<file path="config.mk">
export PLATFORM = sky130hd
export DESIGN_NAME = axil_part_regs
export DESIGN_NICKNAME = d
export VERILOG_FILES = /design/src/rtl/axil_regs_pkg.sv /design/src/rtl/axil_reg_decode.sv /design/src/rtl/axil_wr_chan.sv /design/src/rtl/axil_rd_chan.sv /design/src/rtl/axil_reg_bank.sv /design/src/rtl/axil_part_regs.sv
export SDC_FILE = /design/constraint.sdc
export NUM_CORES = 1
export LEC_CHECK = 0
export ABC_AREA = 0
export BUFFER_PORTS_ARGS = -buffer_cell sky130_fd_sc_hd__buf_2
export CORE_ASPECT_RATIO = 0.75
export CORE_MARGIN = 2
export CORE_UTILIZATION = 46
export CTS_BUF_LIST = sky130_fd_sc_hd__clkbuf_16
export DETAILED_ROUTE_END_ITERATION = 16
export PLACE_DENSITY_LB_ADDON = 0.25
export SETUP_SLACK_MARGIN = 0.3
export SLEW_MARGIN = 40
export SYNTH_ARGS = -nofsm -noshare
export SYNTH_HDL_FRONTEND = slang
export SYNTH_SLANG_ARGS = --single-unit
</file>
<file path="constraint.sdc">
create_clock -name aclk -period 2.1 [get_ports aclk]
set_input_delay 0.105 -clock aclk [delete_from_list [all_inputs] [get_ports aclk]]
set_output_delay 0.105 -clock aclk [all_outputs]
set_load 0.005 [all_outputs]
</file>
<file path="src/rtl/axil_regs_pkg.sv">
package axil_regs_pkg;

   typedef enum logic [1:0] {
      RESP_OKAY   = 2'b00,
      RESP_SLVERR = 2'b10
   } axil_resp_e;

   typedef enum logic [1:0] {
      CLS_WO   = 2'd0,
      CLS_RW   = 2'd1,
      CLS_RO   = 2'd2,
      CLS_NONE = 2'd3
   } reg_class_e;

endpackage

</file>
<file path="src/rtl/axil_reg_decode.sv">
module axil_reg_decode
   import axil_regs_pkg::*;
#(
   parameter int ADDR_W = 8,
   parameter int DATA_W = 32,
   parameter int N_WO   = 2,
   parameter int N_RW   = 2,
   parameter int N_RO   = 2,
   parameter int IDX_W  = ADDR_W - $clog2(DATA_W / 8)
) (
   input  logic [ADDR_W-1:0] addr,
   output reg_class_e        cls,
   output logic [IDX_W-1:0]  sub
);
   localparam int ADDR_LSB = $clog2(DATA_W / 8);
   localparam int RW_BASE  = N_WO;
   localparam int RO_BASE  = N_WO + N_RW;
   localparam int TOP_IDX  = N_WO + N_RW + N_RO;

   int idx;

   always_comb begin
      idx = int'(addr[ADDR_W-1:ADDR_LSB]);
      cls = CLS_NONE;
      sub = '0;
      if (idx < RW_BASE) begin
         cls = CLS_WO;
         sub = IDX_W'(idx);
      end else if (idx < RO_BASE) begin
         cls = CLS_RW;
         sub = IDX_W'(idx - RW_BASE);
      end else if (idx < TOP_IDX) begin
         cls = CLS_RO;
         sub = IDX_W'(idx - RO_BASE);
      end
   end

endmodule

</file>
<file path="src/rtl/axil_wr_chan.sv">
module axil_wr_chan
   import axil_regs_pkg::*;
#(
   parameter int ADDR_W = 8,
   parameter int DATA_W = 32,
   parameter int STRB_W = DATA_W / 8
) (
   input  logic              aclk,
   input  logic              aresetn,
   input  logic [ADDR_W-1:0] awaddr,
   input  logic              awvalid,
   output logic              awready,
   input  logic [DATA_W-1:0] wdata,
   input  logic [STRB_W-1:0] wstrb,
   input  logic              wvalid,
   output logic              wready,
   output logic [1:0]        bresp,
   output logic              bvalid,
   input  logic              bready,
   input  logic              dec_err,
   output logic              commit,
   output logic [ADDR_W-1:0] addr_q,
   output logic [DATA_W-1:0] data_q,
   output logic [STRB_W-1:0] strb_q
);
   logic live;
   logic aw_full;
   logic w_full;

   assign awready = live && !aw_full && !bvalid;
   assign wready  = live && !w_full && !bvalid;
   assign commit  = aw_full && w_full && !bvalid;

   always_ff @(posedge aclk) begin
      if (!aresetn) begin
         live    <= 1'b0;
         aw_full <= 1'b0;
         w_full  <= 1'b0;
         bvalid  <= 1'b0;
         bresp   <= RESP_OKAY;
         addr_q  <= '0;
         data_q  <= '0;
         strb_q  <= '0;
      end else begin
         live <= 1'b1;
         if (awvalid && awready) begin
            aw_full <= 1'b1;
            addr_q  <= awaddr;
         end
         if (wvalid && wready) begin
            w_full <= 1'b1;
            data_q <= wdata;
            strb_q <= wstrb;
         end
         if (commit) begin
            aw_full <= 1'b0;
            w_full  <= 1'b0;
            bvalid  <= 1'b1;
            bresp   <= dec_err ? RESP_SLVERR : RESP_OKAY;
         end else if (bvalid && bready) begin
            bvalid <= 1'b0;
         end
      end
   end

endmodule

</file>
<file path="src/rtl/axil_rd_chan.sv">
module axil_rd_chan
   import axil_regs_pkg::*;
#(
   parameter int DATA_W = 32
) (
   input  logic              aclk,
   input  logic              aresetn,
   input  logic              arvalid,
   output logic              arready,
   output logic [DATA_W-1:0] rdata,
   output logic [1:0]        rresp,
   output logic              rvalid,
   input  logic              rready,
   input  logic [DATA_W-1:0] rd_word,
   input  logic              dec_err
);
   logic live;

   assign arready = live && !rvalid;

   always_ff @(posedge aclk) begin
      if (!aresetn) begin
         live   <= 1'b0;
         rvalid <= 1'b0;
         rdata  <= '0;
         rresp  <= RESP_OKAY;
      end else begin
         live <= 1'b1;
         if (arvalid && arready) begin
            rvalid <= 1'b1;
            rdata  <= dec_err ? '0 : rd_word;
            rresp  <= dec_err ? RESP_SLVERR : RESP_OKAY;
         end else if (rvalid && rready) begin
            rvalid <= 1'b0;
         end
      end
   end

endmodule

</file>
<file path="src/rtl/axil_reg_bank.sv">
module axil_reg_bank
   import axil_regs_pkg::*;
#(
   parameter int DATA_W = 32,
   parameter int N_WO   = 2,
   parameter int N_RW   = 2,
   parameter int N_RO   = 2,
   parameter int IDX_W  = 6,
   parameter int STRB_W = DATA_W / 8,
   parameter int WO_D   = (N_WO > 0) ? N_WO : 1,
   parameter int RW_D   = (N_RW > 0) ? N_RW : 1,
   parameter int RO_D   = (N_RO > 0) ? N_RO : 1
) (
   input  logic                   aclk,
   input  logic                   aresetn,
   input  logic                   wr_en,
   input  reg_class_e             wr_cls,
   input  logic [IDX_W-1:0]       wr_sub,
   input  logic [DATA_W-1:0]      wr_data,
   input  logic [STRB_W-1:0]      wr_strb,
   input  reg_class_e             rd_cls,
   input  logic [IDX_W-1:0]       rd_sub,
   input  logic [RO_D*DATA_W-1:0] ro_in,
   output logic [WO_D*DATA_W-1:0] wo_bus,
   output logic [RW_D*DATA_W-1:0] rw_bus,
   output logic [DATA_W-1:0]      rd_word
);
   logic [WO_D-1:0][DATA_W-1:0] wo_q;
   logic [RW_D-1:0][DATA_W-1:0] rw_q;
   logic [RO_D-1:0][DATA_W-1:0] ro_w;

   assign ro_w   = ro_in;
   assign wo_bus = wo_q;
   assign rw_bus = rw_q;

   if (N_WO > 0) begin : g_wo
      always_ff @(posedge aclk) begin
         if (!aresetn) begin
            wo_q <= '0;
         end else if (wr_en && wr_cls == CLS_WO) begin
            for (int r = 0; r < N_WO; r++) begin
               for (int b = 0; b < STRB_W; b++) begin
                  if (wr_sub == IDX_W'(r) && wr_strb[b])
                     wo_q[r][b*8 +: 8] <= wr_data[b*8 +: 8];
               end
            end
         end
      end
   end else begin : g_wo_none
      assign wo_q = '0;
   end

   if (N_RW > 0) begin : g_rw
      always_ff @(posedge aclk) begin
         if (!aresetn) begin
            rw_q <= '0;
         end else if (wr_en && wr_cls == CLS_RW) begin
            for (int r = 0; r < N_RW; r++) begin
               for (int b = 0; b < STRB_W; b++) begin
                  if (wr_sub == IDX_W'(r) && wr_strb[b])
                     rw_q[r][b*8 +: 8] <= wr_data[b*8 +: 8];
               end
            end
         end
      end
   end else begin : g_rw_none
      assign rw_q = '0;
   end

   always_comb begin
      rd_word = '0;
      case (rd_cls)
         CLS_RW: begin
            for (int r = 0; r < N_RW; r++)
               if (rd_sub == IDX_W'(r)) rd_word = rw_q[r];
         end
         CLS_RO: begin
            for (int r = 0; r < N_RO; r++)
               if (rd_sub == IDX_W'(r)) rd_word = ro_w[r];
         end
         default: rd_word = '0;
      endcase
   end

endmodule

</file>
<file path="src/rtl/axil_part_regs.sv">
module axil_part_regs
   import axil_regs_pkg::*;
#(
   parameter int ADDR_W = 8,
   parameter int DATA_W = 32,
   parameter int N_WO   = 2,
   parameter int N_RW   = 2,
   parameter int N_RO   = 2
) (
   input  logic                                       aclk,
   input  logic                                       aresetn,
   input  logic [ADDR_W-1:0]                          s_awaddr,
   input  logic                                       s_awvalid,
   output logic                                       s_awready,
   input  logic [DATA_W-1:0]                          s_wdata,
   input  logic [DATA_W/8-1:0]                        s_wstrb,
   input  logic                                       s_wvalid,
   output logic                                       s_wready,
   output logic [1:0]                                 s_bresp,
   output logic                                       s_bvalid,
   input  logic                                       s_bready,
   input  logic [ADDR_W-1:0]                          s_araddr,
   input  logic                                       s_arvalid,
   output logic                                       s_arready,
   output logic [DATA_W-1:0]                          s_rdata,
   output logic [1:0]                                 s_rresp,
   output logic                                       s_rvalid,
   input  logic                                       s_rready,
   output logic [((N_WO > 0) ? N_WO : 1)*DATA_W-1:0]  wo_regs,
   output logic [((N_RW > 0) ? N_RW : 1)*DATA_W-1:0]  rw_regs,
   input  logic [((N_RO > 0) ? N_RO : 1)*DATA_W-1:0]  ro_regs
);
   localparam int STRB_W   = DATA_W / 8;
   localparam int ADDR_LSB = $clog2(STRB_W);
   localparam int IDX_W    = ADDR_W - ADDR_LSB;
   localparam int TOTAL    = N_WO + N_RW + N_RO;

   if (DATA_W != 32 && DATA_W != 64) begin : g_bad_width
      $error("axil_part_regs: DATA_W must be 32 or 64");
   end
   if (N_WO < 0 || N_RW < 0 || N_RO < 0 || TOTAL == 0) begin : g_bad_count
      $error("axil_part_regs: region counts must be non-negative and not all zero");
   end
   if (TOTAL > (1 << IDX_W)) begin : g_bad_addr
      $error("axil_part_regs: ADDR_W too small for the register count");
   end

   logic [ADDR_W-1:0] wr_addr_q;
   logic [DATA_W-1:0] wr_data_q;
   logic [STRB_W-1:0] wr_strb_q;
   logic              wr_commit;
   reg_class_e        wr_cls;
   reg_class_e        rd_cls;
   logic [IDX_W-1:0]  wr_sub;
   logic [IDX_W-1:0]  rd_sub;
   logic [DATA_W-1:0] rd_word;

   axil_reg_decode #(
      .ADDR_W(ADDR_W), .DATA_W(DATA_W),
      .N_WO(N_WO), .N_RW(N_RW), .N_RO(N_RO), .IDX_W(IDX_W)
   ) u_wdec (
      .addr(wr_addr_q), .cls(wr_cls), .sub(wr_sub)
   );

   axil_reg_decode #(
      .ADDR_W(ADDR_W), .DATA_W(DATA_W),
      .N_WO(N_WO), .N_RW(N_RW), .N_RO(N_RO), .IDX_W(IDX_W)
   ) u_rdec (
      .addr(s_araddr), .cls(rd_cls), .sub(rd_sub)
   );

   axil_wr_chan #(
      .ADDR_W(ADDR_W), .DATA_W(DATA_W), .STRB_W(STRB_W)
   ) u_wr (
      .aclk(aclk), .aresetn(aresetn),
      .awaddr(s_awaddr), .awvalid(s_awvalid), .awready(s_awready),
      .wdata(s_wdata), .wstrb(s_wstrb), .wvalid(s_wvalid), .wready(s_wready),
      .bresp(s_bresp), .bvalid(s_bvalid), .bready(s_bready),
      .dec_err(wr_cls == CLS_NONE), .commit(wr_commit),
      .addr_q(wr_addr_q), .data_q(wr_data_q), .strb_q(wr_strb_q)
   );

   axil_rd_chan #(
      .DATA_W(DATA_W)
   ) u_rd (
      .aclk(aclk), .aresetn(aresetn),
      .arvalid(s_arvalid), .arready(s_arready),
      .rdata(s_rdata), .rresp(s_rresp), .rvalid(s_rvalid), .rready(s_rready),
      .rd_word(rd_word), .dec_err(rd_cls == CLS_NONE)
   );

   axil_reg_bank #(
      .DATA_W(DATA_W), .N_WO(N_WO), .N_RW(N_RW), .N_RO(N_RO),
      .IDX_W(IDX_W), .STRB_W(STRB_W)
   ) u_bank (
      .aclk(aclk), .aresetn(aresetn),
      .wr_en(wr_commit), .wr_cls(wr_cls), .wr_sub(wr_sub),
      .wr_data(wr_data_q), .wr_strb(wr_strb_q),
      .rd_cls(rd_cls), .rd_sub(rd_sub), .ro_in(ro_regs),
      .wo_bus(wo_regs), .rw_bus(rw_regs), .rd_word(rd_word)
   );

endmodule

</file>
* Word-level counts from Yosys, hierarchy flattened
Index checks and enable logic that the tools add are counted.
Storage, ports and cells: bits in registers 213, output and inout bits 169
Cells by class: add/subtract/negate cells 4, order comparisons 6, eq/ne operators 7, mux-type cells 25, bitwise operators 1, reductions and logical operators 48
Operators by type and width (count):
- 2-to-1 mux 32 bit | 5
- case mux 32 bit (2 select lines) | 1
- 2-to-1 mux 6 bit | 6
- AND reduction 2 bit | 16
- less-than comparator 6 x 3 -> 1 bit, second input constant | 4
- logical AND 1 bit | 22
- == test 6 x 1 -> 1 bit, second input constant | 2
- zero test 6 bit | 2
- less-than comparator 6 x 2 -> 1 bit, second input constant | 2
- 2-to-1 mux 2 bit | 6
- subtractor 6 x 2 -> 6 bit, second input constant | 2
- subtractor 6 x 3 -> 6 bit, second input constant | 2
- 2-to-1 mux 1 bit | 7
- == test 2 bit, second input constant | 3
- == test 2 x 1 -> 1 bit, second input constant | 2
- zero test 1 bit | 4
- nonzero test 2 bit | 2
- zero test 2 bit | 1
- OR reduction 2 bit | 1
- inverter 1 bit | 1

* Longest topological paths before layout
Gate-level depths: netlist of run 1.
depth in word-level cells 9, depth in mapped cells 9, gate-level depth less buffers 7

* Hierarchy
Synthesis of run 1 repeated with hierarchy kept, for this count alone.
Unflattened totals: cell total of the unflattened synthesis 1047, area total of the unflattened synthesis 10052.1 um^2
Modules (own cells, without submodules):
- axil_reg_bank | times used 1, cells an instance 617, area an instance 6064.6 um^2
- axil_wr_chan | times used 1, cells an instance 212, area an instance 1985.7 um^2
- axil_rd_chan | times used 1, cells an instance 154, area an instance 1554.0 um^2
- axil_reg_decode | times used 2, cells an instance 31, area an instance 217.7 um^2
- axil_part_regs | times used 1, cells an instance 2, area an instance 12.5 um^2

* Worst setup path before layout of run 1
OpenSTA, ideal clock, no wires.
path type register to register, start register u_wr.addr_q[3], end register u_bank.rw_q, in the netlist u_bank.rw_bus[26], library setup time 128 ps, data arrival time 1872 ps, required time 1972 ps, setup slack 100 ps, cell stages (with the launch flop) 10, path buffers 2, cell sequence dfxtp_1 > inv_1 > ha_1 > xnor2_1 > a41o_1 > buf_6 > buf_12 > o211ai_4 > mux2i_1 > nor2_1
On the way: longest elaborated chain between the ends 7, elaborated cells on any way between the ends 16, those cells by class add/sub (2); order compare (3); eq/ne (1); mux (6); reduce/logical (4)
Ends and longest elaborated chain:
- start: declaration | RTL line axil_wr_chan.sv:22 | output logic [ADDR_W-1:0] addr_q,
- start signal: assignment | RTL line axil_wr_chan.sv:48 | addr_q <= awaddr;
- subtractor 6 x 3 -> 6 bit or less-than comparator 6 x 3 -> 1 bit (tied branches) | RTL line axil_reg_decode.sv:34, axil_reg_decode.sv:32
- 2-to-1 mux 6 bit or 2-to-1 mux 1 bit (tied branches) | RTL line axil_reg_decode.sv:32 | end else if (idx < TOP_IDX) begin
- 2-to-1 mux 6 bit or 2-to-1 mux 2 bit (tied branches) | RTL line axil_reg_decode.sv:29 | end else if (idx < RO_BASE) begin
- 2-to-1 mux 6 bit or 2-to-1 mux 2 bit (tied branches) | RTL line axil_reg_decode.sv:26 | if (idx < RW_BASE) begin
- zero test 6 bit or == test 2 x 1 -> 1 bit (tied branches) | RTL line axil_reg_bank.sv:60, axil_reg_bank.sv:57
- logical AND 1 bit, on equally long branches | RTL line axil_reg_bank.sv:60, axil_reg_bank.sv:57
- AND reduction 2 bit (no line) *
- end signal: indexed assignment | RTL line axil_reg_bank.sv:61 | rw_q[r][b*8 +: 8] <= wr_data[b*8 +: 8];
- end: declaration | RTL line axil_reg_bank.sv:29 | logic [RW_D-1:0][DATA_W-1:0] rw_q;
Every way passes the cells marked *; elsewhere a longest branch is shown, timed or not. A chain may end at the register's enable or synchronous reset.

* Final worst setup path of run 1
start register u_wr.addr_q[4], end register u_bank.wo_q, in the netlist u_bank.wo_bus[47]
On the way: longest elaborated chain between the ends 7, elaborated cells on any way between the ends 16, those cells by class add/sub (2); order compare (3); eq/ne (1); mux (6); reduce/logical (4)
Ends and longest elaborated chain:
- subtractor 6 x 3 -> 6 bit or less-than comparator 6 x 3 -> 1 bit (tied branches) | RTL line axil_reg_decode.sv:34, axil_reg_decode.sv:32
- 2-to-1 mux 6 bit or 2-to-1 mux 1 bit (tied branches) | RTL line axil_reg_decode.sv:32
- 2-to-1 mux 6 bit or 2-to-1 mux 2 bit (tied branches) | RTL line axil_reg_decode.sv:29
- 2-to-1 mux 6 bit or 2-to-1 mux 2 bit (tied branches) | RTL line axil_reg_decode.sv:26
- == test 6 x 1 -> 1 bit or zero test 2 bit (tied branches) | RTL line axil_reg_bank.sv:43, axil_reg_bank.sv:40
- logical AND 1 bit, on equally long branches | RTL line axil_reg_bank.sv:43, axil_reg_bank.sv:40
- AND reduction 2 bit (no line) *
- end signal: indexed assignment | RTL line axil_reg_bank.sv:44 | wo_q[r][b*8 +: 8] <= wr_data[b*8 +: 8];
- end: declaration | RTL line axil_reg_bank.sv:28 | logic [WO_D-1:0][DATA_W-1:0] wo_q;
Marks and branches as above.

==> impl_summary.log, run 1 <==
INFO  metric detail_route.drc_violations = 0
INFO  metric synth.area.top_cells = sky130_fd_sc_hd__dfxtp_1 (45%), sky130_fd_sc_hd__mux2i_1 (14%), sky130_fd_sc_hd__nor2_1 (6.0%)
INFO  metric clk_transition_reported_paths = 0.06 ns
INFO  metric synth_async_sr_flop_share = 0
INFO  metric setup_viol = 0
INFO  metric cts_buffers = 21
INFO  metric synth_seq_area_share = 0.4505
INFO  metric timing.critical_path.arrival = 2.36 ns
INFO  metric timing_worst_slew_pin_value = 0.5236 ns
INFO  metric core = 0.01960 mm2
INFO  metric cell_with_the_largest_stage_delay_on_the_worst_path = sky130_fd_sc_hd__dfxtp_4
INFO  metric final.period_utilization = 0.9394
INFO  metric final.min_clock_period = 1.973 ns
INFO  metric crit_path_end_kind = flop
INFO  metric overflow = 0
INFO  metric drt_via_density = 5.535
INFO  metric globalRouteTotalUtil = 0.2645
INFO  metric worst_hold_path.num_cells = 4
INFO  metric finalHoldViolCount = 0
INFO  metric rows = 44
INFO  metric cts_root_buf = sky130_fd_sc_hd__clkbuf_16
INFO  metric max_stage_delay = 0.38 ns
INFO  metric rr_worst_depth = 10
INFO  metric status = finished, final reports clean
INFO  metric synth_warnings = 0
INFO  metric clock_tree.buffer_depth = 3
INFO  metric critical_path.most_common_cell = sky130_fd_sc_hd__buf_12
INFO  metric num_antenna_cells = 0
INFO  metric fmaxAchievable = 506.9 MHz
INFO  metric place.gp.congestion = 0.8977
INFO  metric syn-cell-area = 0.009288 mm2
INFO  metric critical_path.max_fanout = 8
INFO  metric initial_antenna_violation_count = 0
INFO  metric drt_wl_total = 29.71 mm
INFO  metric most_used_standard_cells_in_the_synthesized_netlist = sky130_fd_sc_hd__dfxtp_1 (209), sky130_fd_sc_hd__nor2_1 (149), sky130_fd_sc_hd__nand2_1 (136)
INFO  metric grt_pass1_wl = 45.18 mm
INFO  metric finClkSkew = 0.01120 ns
INFO  metric synth-main-ff-cell = sky130_fd_sc_hd__dfxtp_1
INFO  metric worst_hold_path_type = in2reg
INFO  metric cellPowerDensity = 644.7 mW/mm2
INFO  metric worstPathCellList = inv_6 > ha_4 > xnor2_2 > a41o_1 > buf_12 > buf_12 > o211ai_4 > buf_12 > mux2i_4 > nor2_1
INFO  metric grt_max_degree = 59
INFO  metric syn_area_per_cell = 9.178 um2
INFO  metric crit_path_start_kind = flop
INFO  metric htree_num_levels = 1
INFO  metric slew_violations = 0
INFO  metric rsz0062_at_grt = true
INFO  metric first_global_vias = 8241
INFO  metric instances_no_fill = 1613
INFO  metric antenna_left = 0
INFO  metric routed_wire_length_per_instance = 18.42 um
INFO  metric cellLeakagePower = 0.005904 uW
INFO  metric count_of_flip_flops_with_a_built_in_enable_after_synthesis = 0
INFO  metric fp.dieArea = 0.02135 mm2
INFO  metric dpl.cell_count = 1520
INFO  metric routed-via-count = 8928
INFO  metric yosys.cell_count.top_type = sky130_fd_sc_hd__dfxtp_1
INFO  metric clkLatencyLatePin = 0.50 ns
INFO  metric total_of_max_cap_violations = 0
INFO  metric timing.setup.critical_path_class = reg2reg
INFO  metric nets = 1482
INFO  metric cts_tree = built
INFO  metric slew_headroom = 0.6501
INFO  metric dp_hpwl = 20.63 mm
INFO  metric io-pin-count = 292
INFO  metric finalCoreUtilization = 0.6473
INFO  metric yosys.area.top_type = sky130_fd_sc_hd__dfxtp_1
INFO  metric ys_seq_elements = 209
INFO  metric dr.pass1.iters = 5
INFO  metric numPortBuffers = 285
INFO  metric syn_to_final_growth = 36.59%
INFO  metric detailedRoute.firstIterationViolations = 872
INFO  metric total_power = 8179 uW
INFO  metric dpl_cell_area = 0.01132 mm2
INFO  metric final_area = 0.01269 mm2
INFO  metric netlist.area_leader.share = 0.4505
INFO  metric cts_sinks = 209
INFO  metric vdd_drop_max = 0.4910 mV
INFO  metric syn_inst = 1012
INFO  metric floorplan.die.width = 168.1 um
INFO  metric initial_core_util = 0.4739
INFO  metric die_height = 127.1 um
INFO  metric layout-drive-gt1-share = 0.3316
INFO  metric final.setup.tns = 0 ns
INFO  metric cp_data_required_time = 2.48 ns
INFO  metric synthDistinctLibCells = 43
==> worst max-delay path, delay by kind of cell, from the launching register on <==
kind,cells,cell delay (ns)
compound gates,2,0.41
simple gates,1,0.05
buf+inv,4,0.51
xor+xnor,1,0.12
mux,1,0.23
flops,1,0.38
fa+ha+maj,1,0.16
==> metal layers <==
metal  global-route usage  wire, um  up-vias  part of all wire
met5                    0         0        -                 0
met4              0.06744       714        0             0.024
met3              0.04275      2585       49             0.087
met2               0.4091     12860      424              0.43
met1               0.3867     13560     4211              0.46
li1                     -         -     4244                 -
==> state kept, by name, indices dropped and copies added, names as in the netlist <==
register       count
u_wr.aw_full       1
u_bank.rw_bus     64
u_bank.wo_bus     64
u_wr.strb_q        4
u_rd.rvalid        1
u_wr.bvalid        1
u_rd.rdata        32
u_wr.addr_q        6
u_wr.bresp         1
u_rd.rresp         1
u_rd.live          1
u_wr.data_q       32
u_wr.w_full        1
==> layout make-up <==
| cell class | instances | area (um2) |
|---|---|---|
| Multi-Input combinational cell | 717 | 4915 |
| Tap cell | 253 | 316.6 |
| Fill cell | 1603 | 6913 |
| Clock inverter | 11 | 48.80 |
| Inverter | 8 | 42.54 |
| Sequential cell | 209 | 4193 |
| Timing Repair Buffer | 394 | 2645 |
| Clock buffer | 21 | 525.5 |
==> stage by stage <==
step / setup slack (ns) / hold slack (ns)
floorplan: 0.2737 / 0.1327
global placement: 0.03215 / 0.3333
detailed placement: -0.05061 / 0.3461
CTS: 0.1129 / 0.03969
global route: 0.03056 / 0.05479
finish: 0.1273 / 0.05162
==> cell usage in the layout (no fill, tap or decap), types with 2 or more instances in the layout <==
cell type and n:
sky130_fd_sc_hd__nor2b_1 3, sky130_fd_sc_hd__nor2_1 149, sky130_fd_sc_hd__inv_1 9, sky130_fd_sc_hd__nand3_1 8, sky130_fd_sc_hd__and4_1 9, sky130_fd_sc_hd__clkbuf_16 21
sky130_fd_sc_hd__buf_12 22, sky130_fd_sc_hd__nor3b_4 2, sky130_fd_sc_hd__buf_4 39, sky130_fd_sc_hd__nand2_1 135, sky130_fd_sc_hd__and2_2 2, sky130_fd_sc_hd__dlygate4sd3_1 44
sky130_fd_sc_hd__a21oi_1 51, sky130_fd_sc_hd__buf_6 4, sky130_fd_sc_hd__nor3b_1 5, sky130_fd_sc_hd__mux2i_4 2, sky130_fd_sc_hd__o21ai_0 26, sky130_fd_sc_hd__buf_2 285
sky130_fd_sc_hd__mux2i_2 4, sky130_fd_sc_hd__a41oi_1 32, sky130_fd_sc_hd__nand4_1 50, sky130_fd_sc_hd__dfxtp_4 2, sky130_fd_sc_hd__o211ai_4 13, sky130_fd_sc_hd__clkinv_2 2
sky130_fd_sc_hd__conb_1 2, sky130_fd_sc_hd__and3_1 4, sky130_fd_sc_hd__inv_6 3, sky130_fd_sc_hd__and2_1 26, sky130_fd_sc_hd__dfxtp_1 206, sky130_fd_sc_hd__ha_1 5
sky130_fd_sc_hd__nand2b_1 3, sky130_fd_sc_hd__clkinv_1 3, sky130_fd_sc_hd__a311oi_1 7, sky130_fd_sc_hd__mux2_2 32, sky130_fd_sc_hd__mux2i_1 125, sky130_fd_sc_hd__ha_4 3
sky130_fd_sc_hd__o211a_4 4
==> power by group <==
| part | internal, uW | switching [uW] | leakage (uW) |
|---|---|---|---|
| Sequential | 4010 | 84.9 | 0.00169 |
| Combinational | 366 | 416 | 0.00391 |
| Clock | 1790 | 1510 | 0.000302 |
==> what timing repair did <==
| item | 4_1_cts | 5_1_grt |
|---|---|---|
| resized for setup | 22 | 17 |
| endpoints found under the hold margin | 44 | 0 |
| endpoints found under the setup margin | 127 | 156 |
| hold buffers | 44 | 0 |
| setup buffers | 11 | 6 |
| pin swaps | 17 | 16 |
==> worst paths after layout <==
kind	startpoint	to	slack (ns)
max	u_wr.addr_q[4]$_SDFFE_PN0P_	u_bank.wo_bus[47]$_SDFFE_PN0P_	0.13
max reg2reg	u_wr.addr_q[4]$_SDFFE_PN0P_	u_bank.wo_bus[47]$_SDFFE_PN0P_	0.13
min reg2reg	u_wr.strb_q[1]$_SDFFE_PN0P_	u_wr.strb_q[1]$_SDFFE_PN0P_	0.47
min	ro_regs[10]	u_rd.rdata[10]$_SDFFE_PN0P_	0.05
==> cells by family after synthesis <==
logic type,synth area share
xor+xnor,0.0009432
flops,0.4505
fa+ha+maj,0.01078
buf+inv,0.04230
compound gates,0.1180
mux,0.1800
other cells,0.0004038
simple gates,0.1971
Power figures use the tool's default switching activity.
==> inputs of run 2 (changes only) <==
CORE_ASPECT_RATIO = default   (was 0.75)
CORE_UTILIZATION = 51   (was 46)
clock period = 1.9 ns   (was 2.1 ns; I/O delays follow)
==> run 2 against run 1 <==
Non-clock buffer count rose by 16. The flow now finishes with violations (setup timing). Global-route usage increased by 2.2 points. Hold slack got worse by 0.046 ns. Wire length shrank 0.78%. Highest routed layer unchanged. Critical endpoint is now u_bank.wo_bus[39]$_SDFFE_PN0P_. Register-to-register slack worse by 0.13 ns. Maximum frequency is 3.5% higher. Count of clock-buffer cells in the layout is 2 higher. Die area fell by 9.6%.
==> impl_summary.log, run 2 (synthesized netlist as in run 1, its figures left out) <==
INFO  metric fp.dieArea = 0.01931 mm2
INFO  metric routed-via-count = 9014
INFO  metric rows = 49
INFO  metric finClkSkew = 0.01781 ns
INFO  metric timing.reg2reg.setup_slack = -0.007 ns
INFO  metric timing.critical_path.arrival = 2.30 ns
INFO  metric worstReg2RegStart = u_wr.addr_q[4]$_SDFFE_PN0P_
INFO  metric grt_max_degree = 53
INFO  metric dp_hpwl = 19.98 mm
INFO  metric initial_antenna_violation_count = 0
INFO  metric timing.setup.critical_path_class = reg2reg
INFO  metric dr.pass1.iters = 5
INFO  metric cellLeakagePower = 0.006089 uW
INFO  metric place.gp.congestion = 0.9159
INFO  metric finalHoldViolCount = 0
INFO  metric detailedRoute.firstIterationViolations = 702
INFO  metric core = 0.01790 mm2
INFO  metric dpl.cell_count = 1516
INFO  metric initial_core_util = 0.5188
INFO  metric rsz0062_at_grt = true
INFO  metric vdd_drop_max = 0.5744 mV
INFO  metric routed_wire_length_per_instance = 18.26 um
INFO  metric first_global_vias = 8507
INFO  metric timing.rr.end = u_bank.wo_bus[39]$_SDFFE_PN0P_
INFO  metric worst_hold_path_type = in2reg
INFO  metric worst_slack = -0.006771 ns
INFO  metric critical_path.max_fanout = 8
INFO  metric instances_no_fill = 1614
INFO  metric drt_via_density = 5.585
INFO  metric globalRouteTotalUtil = 0.2870
INFO  metric dp_slack = -0.05950 ns
INFO  metric cts_sinks = 209
INFO  metric crit_path_end_kind = flop
INFO  metric die_height = 139.0 um
INFO  metric status = complete, but fails checks
INFO  metric layout-drive-gt1-share = 0.3490
INFO  metric layout.cells.most_common = sky130_fd_sc_hd__buf_2
INFO  metric nets = 1500
INFO  metric cp_data_required_time = 2.29 ns
INFO  metric total_of_max_cap_violations = 0
INFO  metric final_cell_mix = sky130_fd_sc_hd__buf_2 (285), sky130_fd_sc_hd__dfxtp_1 (205), sky130_fd_sc_hd__nor2_1 (148), sky130_fd_sc_hd__nand2_1 (135), sky130_fd_sc_hd__mux2i_1 (123)
INFO  metric final.min_clock_period = 1.907 ns
INFO  metric clk_transition_reported_paths = 0.06 ns
INFO  metric cts_tree = built
INFO  metric drt_wl_total = 29.48 mm
INFO  metric violated_checks = setup timing
INFO  metric detail_route.drc_violations = 0
INFO  metric rr_worst_depth = 10
INFO  metric io-pin-count = 292
INFO  metric fmaxAchievable = 524.4 MHz
INFO  metric syn_to_final_growth = 40.44%
INFO  metric slew_violations = 0
INFO  metric total_power = 9479 uW
INFO  metric numPortBuffers = 285
INFO  metric final.period_utilization = 1.004
INFO  metric antenna_left = 0
INFO  metric crit_path_start_kind = flop
INFO  metric cellPowerDensity = 726.7 mW/mm2
INFO  metric grt_pass1_wl = 45.37 mm
INFO  metric cts_buffers = 23
INFO  metric setup_viol = 2
INFO  metric critical_path.startpoint = u_wr.addr_q[4]$_SDFFE_PN0P_
INFO  metric clock_tree.buffer_depth = 3
INFO  metric last_element_of_the_critical_path = u_bank.wo_bus[39]$_SDFFE_PN0P_
INFO  metric overflow = 0
INFO  metric clkLatencyLatePin = 0.51 ns
INFO  metric cts_root_buf = sky130_fd_sc_hd__clkbuf_16
INFO  metric floorplan.die.width = 139.0 um
INFO  metric htree_num_levels = 1
-- run 2: cell types whose count changed in the layout (fill, tap and decap cells not counted), sizes merged --
cell / change
buf: +13
clkinv: +4
clkbuf: +3
dlygate4sd3: +2
bufinv: +1
clkinvlp: +1
diode: +1
-- run 2: timing repair --
action | CTS | global route
endpoints found under the hold margin | 45 | 0
hold buffers | 46 | 0
setup endpoints to repair | 155 | 137
buffers inserted | 3 | 6
pin swaps | 8 | 12
cloned | 0 | 2
resized for setup | 23 | 21
-- run 2: layout make-up --
cell class / instances / area (um2)
Tap cell: 229 / 286.5
Inverter: 8 / 43.79
Multi-Input combinational cell: 717 / 4985
Sequential cell: 209 / 4192
Timing Repair Buffer: 410 / 2860
Antenna cell: 1 / 2.502
Clock buffer: 23 / 575.6
Clock inverter: 17 / 98.84
Fill cell: 1330 / 4858
-- run 2: how the worst min path moves through the flow --
stage                      startpoint  depth (start not counted)                     endpoint
after detailed placement  s_awaddr[3]                          3  u_wr.addr_q[3]$_SDFFE_PN0P_
after global placement    s_awaddr[5]                          3  u_wr.addr_q[5]$_SDFFE_PN0P_
after CTS                  ro_regs[6]                          4   u_rd.rdata[6]$_SDFFE_PN0P_
final                     ro_regs[59]                          4  u_rd.rdata[27]$_SDFFE_PN0P_
after global routing      ro_regs[52]                          4  u_rd.rdata[20]$_SDFFE_PN0P_
after floorplan               aresetn                          0            u_rd.live$_DFF_P_
-- run 2: power breakdown --
| part | internal, uW | switching (uW) | total [uW] |
|---|---|---|---|
| logic | 421 | 462 | 882 |
| clock network | 2320 | 1760 | 4080 |
| registers | 4430 | 86.1 | 4520 |
| total | 7170 | 2310 | 9480 |
-- run 2: layer usage --
| metal | up-vias | part of all wire | global-route usage |
|---|---|---|---|
| li1 | 4275 | - | - |
| met1 | 4260 | 0.43 | 0.3879 |
| met2 | 409 | 0.47 | 0.4693 |
| met3 | 70 | 0.069 | 0.04351 |
| met4 | 0 | 0.033 | 0.1042 |
| met5 | - | 0 | 0 |
-- run 2: critical path, cell delays in order (launching register included) --
cell and delay, ns:
sky130_fd_sc_hd__dfxtp_2 0.35, sky130_fd_sc_hd__inv_4 0.06, sky130_fd_sc_hd__ha_4 0.17, sky130_fd_sc_hd__xnor2_2 0.13, sky130_fd_sc_hd__a41o_4 0.24, sky130_fd_sc_hd__buf_8 0.14, sky130_fd_sc_hd__buf_6 0.11, sky130_fd_sc_hd__o211ai_4 0.17
sky130_fd_sc_hd__buf_12 0.16, sky130_fd_sc_hd__mux2i_1 0.20, sky130_fd_sc_hd__nor2_1 0.05
-- run 2: through the flow --
stage,utilization,instance area [um2],hold WS [ns],setup TNS (ns)
after global routing,0.7285,13040,0.03096,-2.694
final,0.7286,13040,0.005821,-0.007245
after global placement,0.6478,11600,0.3295,-0.03506
after floorplan,-,9473,0.1227,0
after detailed placement,0.6478,11600,0.3303,-1.159
after CTS,0.7182,12860,0.00005773,-0.01058
==> inputs of run 3 (changes only) <==
PLACE_DENSITY = 0.8   (was default)
PLACE_DENSITY_LB_ADDON = default   (was 0.25)
==> run 3 against run 2 <==
Combinational power increased by 7.3%. Maximum frequency decreased by 2.0%. Final cell count increased by 0.43%. The flow finishes with violations (hold timing, setup timing). Largest power group unchanged. Count of clock-buffer cells in the layout unchanged.
==> impl_summary.log, run 3 (synthesized netlist as in run 1, its figures left out) <==
INFO  metric status = complete, but fails checks
INFO  metric violated_checks = hold timing, setup timing
INFO  metric met1_grt_util = 0.3938
INFO  metric final.setup.tns = -0.04992 ns
INFO  metric first_global_vias = 8603
INFO  metric routed-via-count = 9177
INFO  metric clk_transition_reported_paths = 0.06 ns
INFO  metric worst_slack = -0.04555 ns
INFO  metric crit_family = compound AO/OA/AOI/OAI gates
INFO  metric cts_buffers = 23
INFO  metric detailedRoute.firstIterationViolations = 708
INFO  metric finalHoldViolCount = 1
INFO  metric total_power = 9694 uW
INFO  metric timing.rr.end = u_bank.wo_bus[18]$_SDFFE_PN0P_
INFO  metric routing_layer_with_the_top_usage_in_global_route = met2
INFO  metric setup_viol = 3
INFO  metric crit_path_end_kind = flop
INFO  metric timing.reg2reg.setup_slack = -0.05 ns
INFO  metric worst_hold_path_type = in2reg
INFO  metric layout-drive-gt1-share = 0.3599
INFO  metric timing.setup.critical_path_class = reg2reg
INFO  metric drt_wl_total = 30.56 mm
INFO  metric holdWs = -0.008870 ns
INFO  metric total_of_max_cap_violations = 0
INFO  metric rsz0062_at_grt = true
INFO  metric hold_start = ro_regs[58]
INFO  metric rows = 49
INFO  metric layout.cells.most_common = sky130_fd_sc_hd__buf_2
INFO  metric clock_tree.buffer_depth = 3
INFO  metric final.period_utilization = 1.024
INFO  metric worst_hold_path.endpoint = u_rd.rdata[26]$_SDFFE_PN0P_
INFO  metric dpl_cell_area = 0.01163 mm2
INFO  metric cts_sinks = 209
INFO  metric global_route_met2_utilization = 0.4892
INFO  metric grtUsageMet3 = 0.04213
INFO  metric cts_tree = built
INFO  metric initial_antenna_violation_count = 0
INFO  metric timing.critical_path.arrival = 2.33 ns
INFO  metric detail_route.drc_violations = 0
INFO  metric nets = 1507
INFO  metric final_area = 0.01320 mm2
INFO  metric htree_num_levels = 1
INFO  metric num_antenna_cells = 0
INFO  metric syn_to_final_growth = 42.17%
INFO  metric die_height = 139.0 um
INFO  metric routed_wire_length_per_instance = 18.85 um
INFO  metric cp_data_required_time = 2.28 ns
INFO  metric dp_hpwl = 20.09 mm
INFO  metric cp_num_buf_inv = 3
INFO  metric cell_with_the_largest_stage_delay_on_the_worst_path = sky130_fd_sc_hd__dfxtp_2
INFO  metric overflow = 0
INFO  metric clkLatencyLatePin = 0.50 ns
INFO  metric finClkSkew = 0.01303 ns
INFO  metric final_cell_mix = sky130_fd_sc_hd__buf_2 (285), sky130_fd_sc_hd__dfxtp_1 (205), sky130_fd_sc_hd__nor2_1 (148), sky130_fd_sc_hd__nand2_1 (135), sky130_fd_sc_hd__mux2i_1 (119)
INFO  metric grt_pass1_wl = 46.36 mm
INFO  metric io-pin-count = 292
INFO  metric vdd_drop_max = 0.6685 mV
INFO  metric dr.pass1.iters = 6
INFO  metric numPortBuffers = 285
INFO  metric drt_via_density = 5.661
INFO  metric grt_max_degree = 62
INFO  metric initial_core_util = 0.5188
INFO  metric max_stage_delay = 0.36 ns
INFO  metric slew_violations = 0
INFO  metric final.min_clock_period = 1.946 ns
INFO  metric globalRouteTotalUtil = 0.2938
INFO  metric rr_worst_depth = 9
INFO  metric crit_path_start_kind = flop
INFO  metric worstPathCellList = inv_4 > ha_4 > xnor2_4 > a41o_4 > buf_4 > o211ai_4 > buf_12 > mux2i_2 > nor2_1
INFO  metric fmaxAchievable = 514.0 MHz
INFO  metric fp.dieArea = 0.01931 mm2
INFO  metric cellLeakagePower = 0.006096 uW
INFO  metric worstReg2RegStart = u_wr.addr_q[4]$_SDFFE_PN0P_
INFO  metric core = 0.01790 mm2
INFO  metric floorplan.die.width = 139.0 um
INFO  metric antenna_left = 0
INFO  metric worst_hold_path.num_cells = 4
INFO  metric place.gp.congestion = 0.9221
INFO  metric critical_path.max_fanout = 8
INFO  metric cts_root_buf = sky130_fd_sc_hd__clkbuf_16
INFO  metric cellPowerDensity = 734.2 mW/mm2
[run 3: cell count changes in the layout (fill, tap and decap cells not counted), moves of 3 or more]
cell	change
sky130_fd_sc_hd__o21ai_1	+3
sky130_fd_sc_hd__buf_6	+4
sky130_fd_sc_hd__buf_4	+5
sky130_fd_sc_hd__mux2i_1	-4
sky130_fd_sc_hd__mux2i_2	+4
sky130_fd_sc_hd__o21ai_0	-3
sky130_fd_sc_hd__buf_12	-3
[run 3: worst max-delay path by stage]
stage,start,end,slack (ns),cells past startpoint
after global placement,u_wr.addr_q[4]$_SDFFE_PN0P_,u_bank.wo_bus[54]$_SDFFE_PN0P_,-0.05,7
after detailed placement,u_wr.addr_q[4]$_SDFFE_PN0P_,u_bank.wo_bus[52]$_SDFFE_PN0P_,-0.09,7
final,u_wr.addr_q[4]$_SDFFE_PN0P_,u_bank.wo_bus[18]$_SDFFE_PN0P_,-0.05,9
after CTS,u_wr.addr_q[4]$_SDFFE_PN0P_,u_bank.wo_bus[9]$_SDFFE_PN0P_,-0.03,9
after floorplan,u_wr.addr_q[3]$_SDFFE_PN0P_,u_bank.rw_bus[26]$_SDFFE_PN0P_,0.07,9
after global routing,u_wr.addr_q[4]$_SDFFE_PN0P_,u_bank.wo_bus[18]$_SDFFE_PN0P_,-0.11,9
[run 3: power by group]
group | switching (uW) | internal (uW) | leakage (uW)
Sequential | 89.8 | 4430 | 0.00169
Clock | 1760 | 2470 | 0.000374
Combinational | 495 | 452 | 0.00403
Total | 2340 | 7350 | 0.00610
[run 3: per-layer routing]
layer	vias to the layer above	wire [um]
met5	-	0
met4	0	1025
met3	71	2148
met2	445	14670
met1	4363	12720
li1	4298	-
[run 3: cell type report]
class | instances | area (um2)
clock buffers | 23 | 575.6
clock inverters | 18 | 135.1
fillers | 1243 | 4698
inverters | 8 | 43.79
multi-input cells | 718 | 5081
flip-flops and latches | 209 | 4194
well taps | 229 | 286.5
repair buffers | 416 | 2888
[run 3: tightest hold or removal path: stages]
cell and delay (ns):
sky130_fd_sc_hd__buf_2 0.07, sky130_fd_sc_hd__mux2_2 0.12, sky130_fd_sc_hd__nand2_1 0.05, sky130_fd_sc_hd__a41oi_2 0.11
[run 3: stage by stage]
stage	worst slack, ns	utilization	instances	hold WS (ns)
after floorplan	0.07370	-	1013	0.1227
after global placement	-0.04837	0.6499	1526	0.3285
after detailed placement	-0.08663	0.6499	1526	0.3299
after CTS	-0.02953	0.7248	1616	0.002610
after global routing	-0.1093	0.7376	1621	0.0004070
final	-0.04555	0.7376	1621	-0.008870
[run 3: repair_timing]
item / CTS / global route
setup buffers: 2 / 4
hold buffers: 45 / 0
pin swaps: 29 / 49
cloned: 2 / 1
gates resized for setup: 26 / 47
endpoints found under the setup margin: 160 / 180
endpoints found under the hold margin: 48 / 0
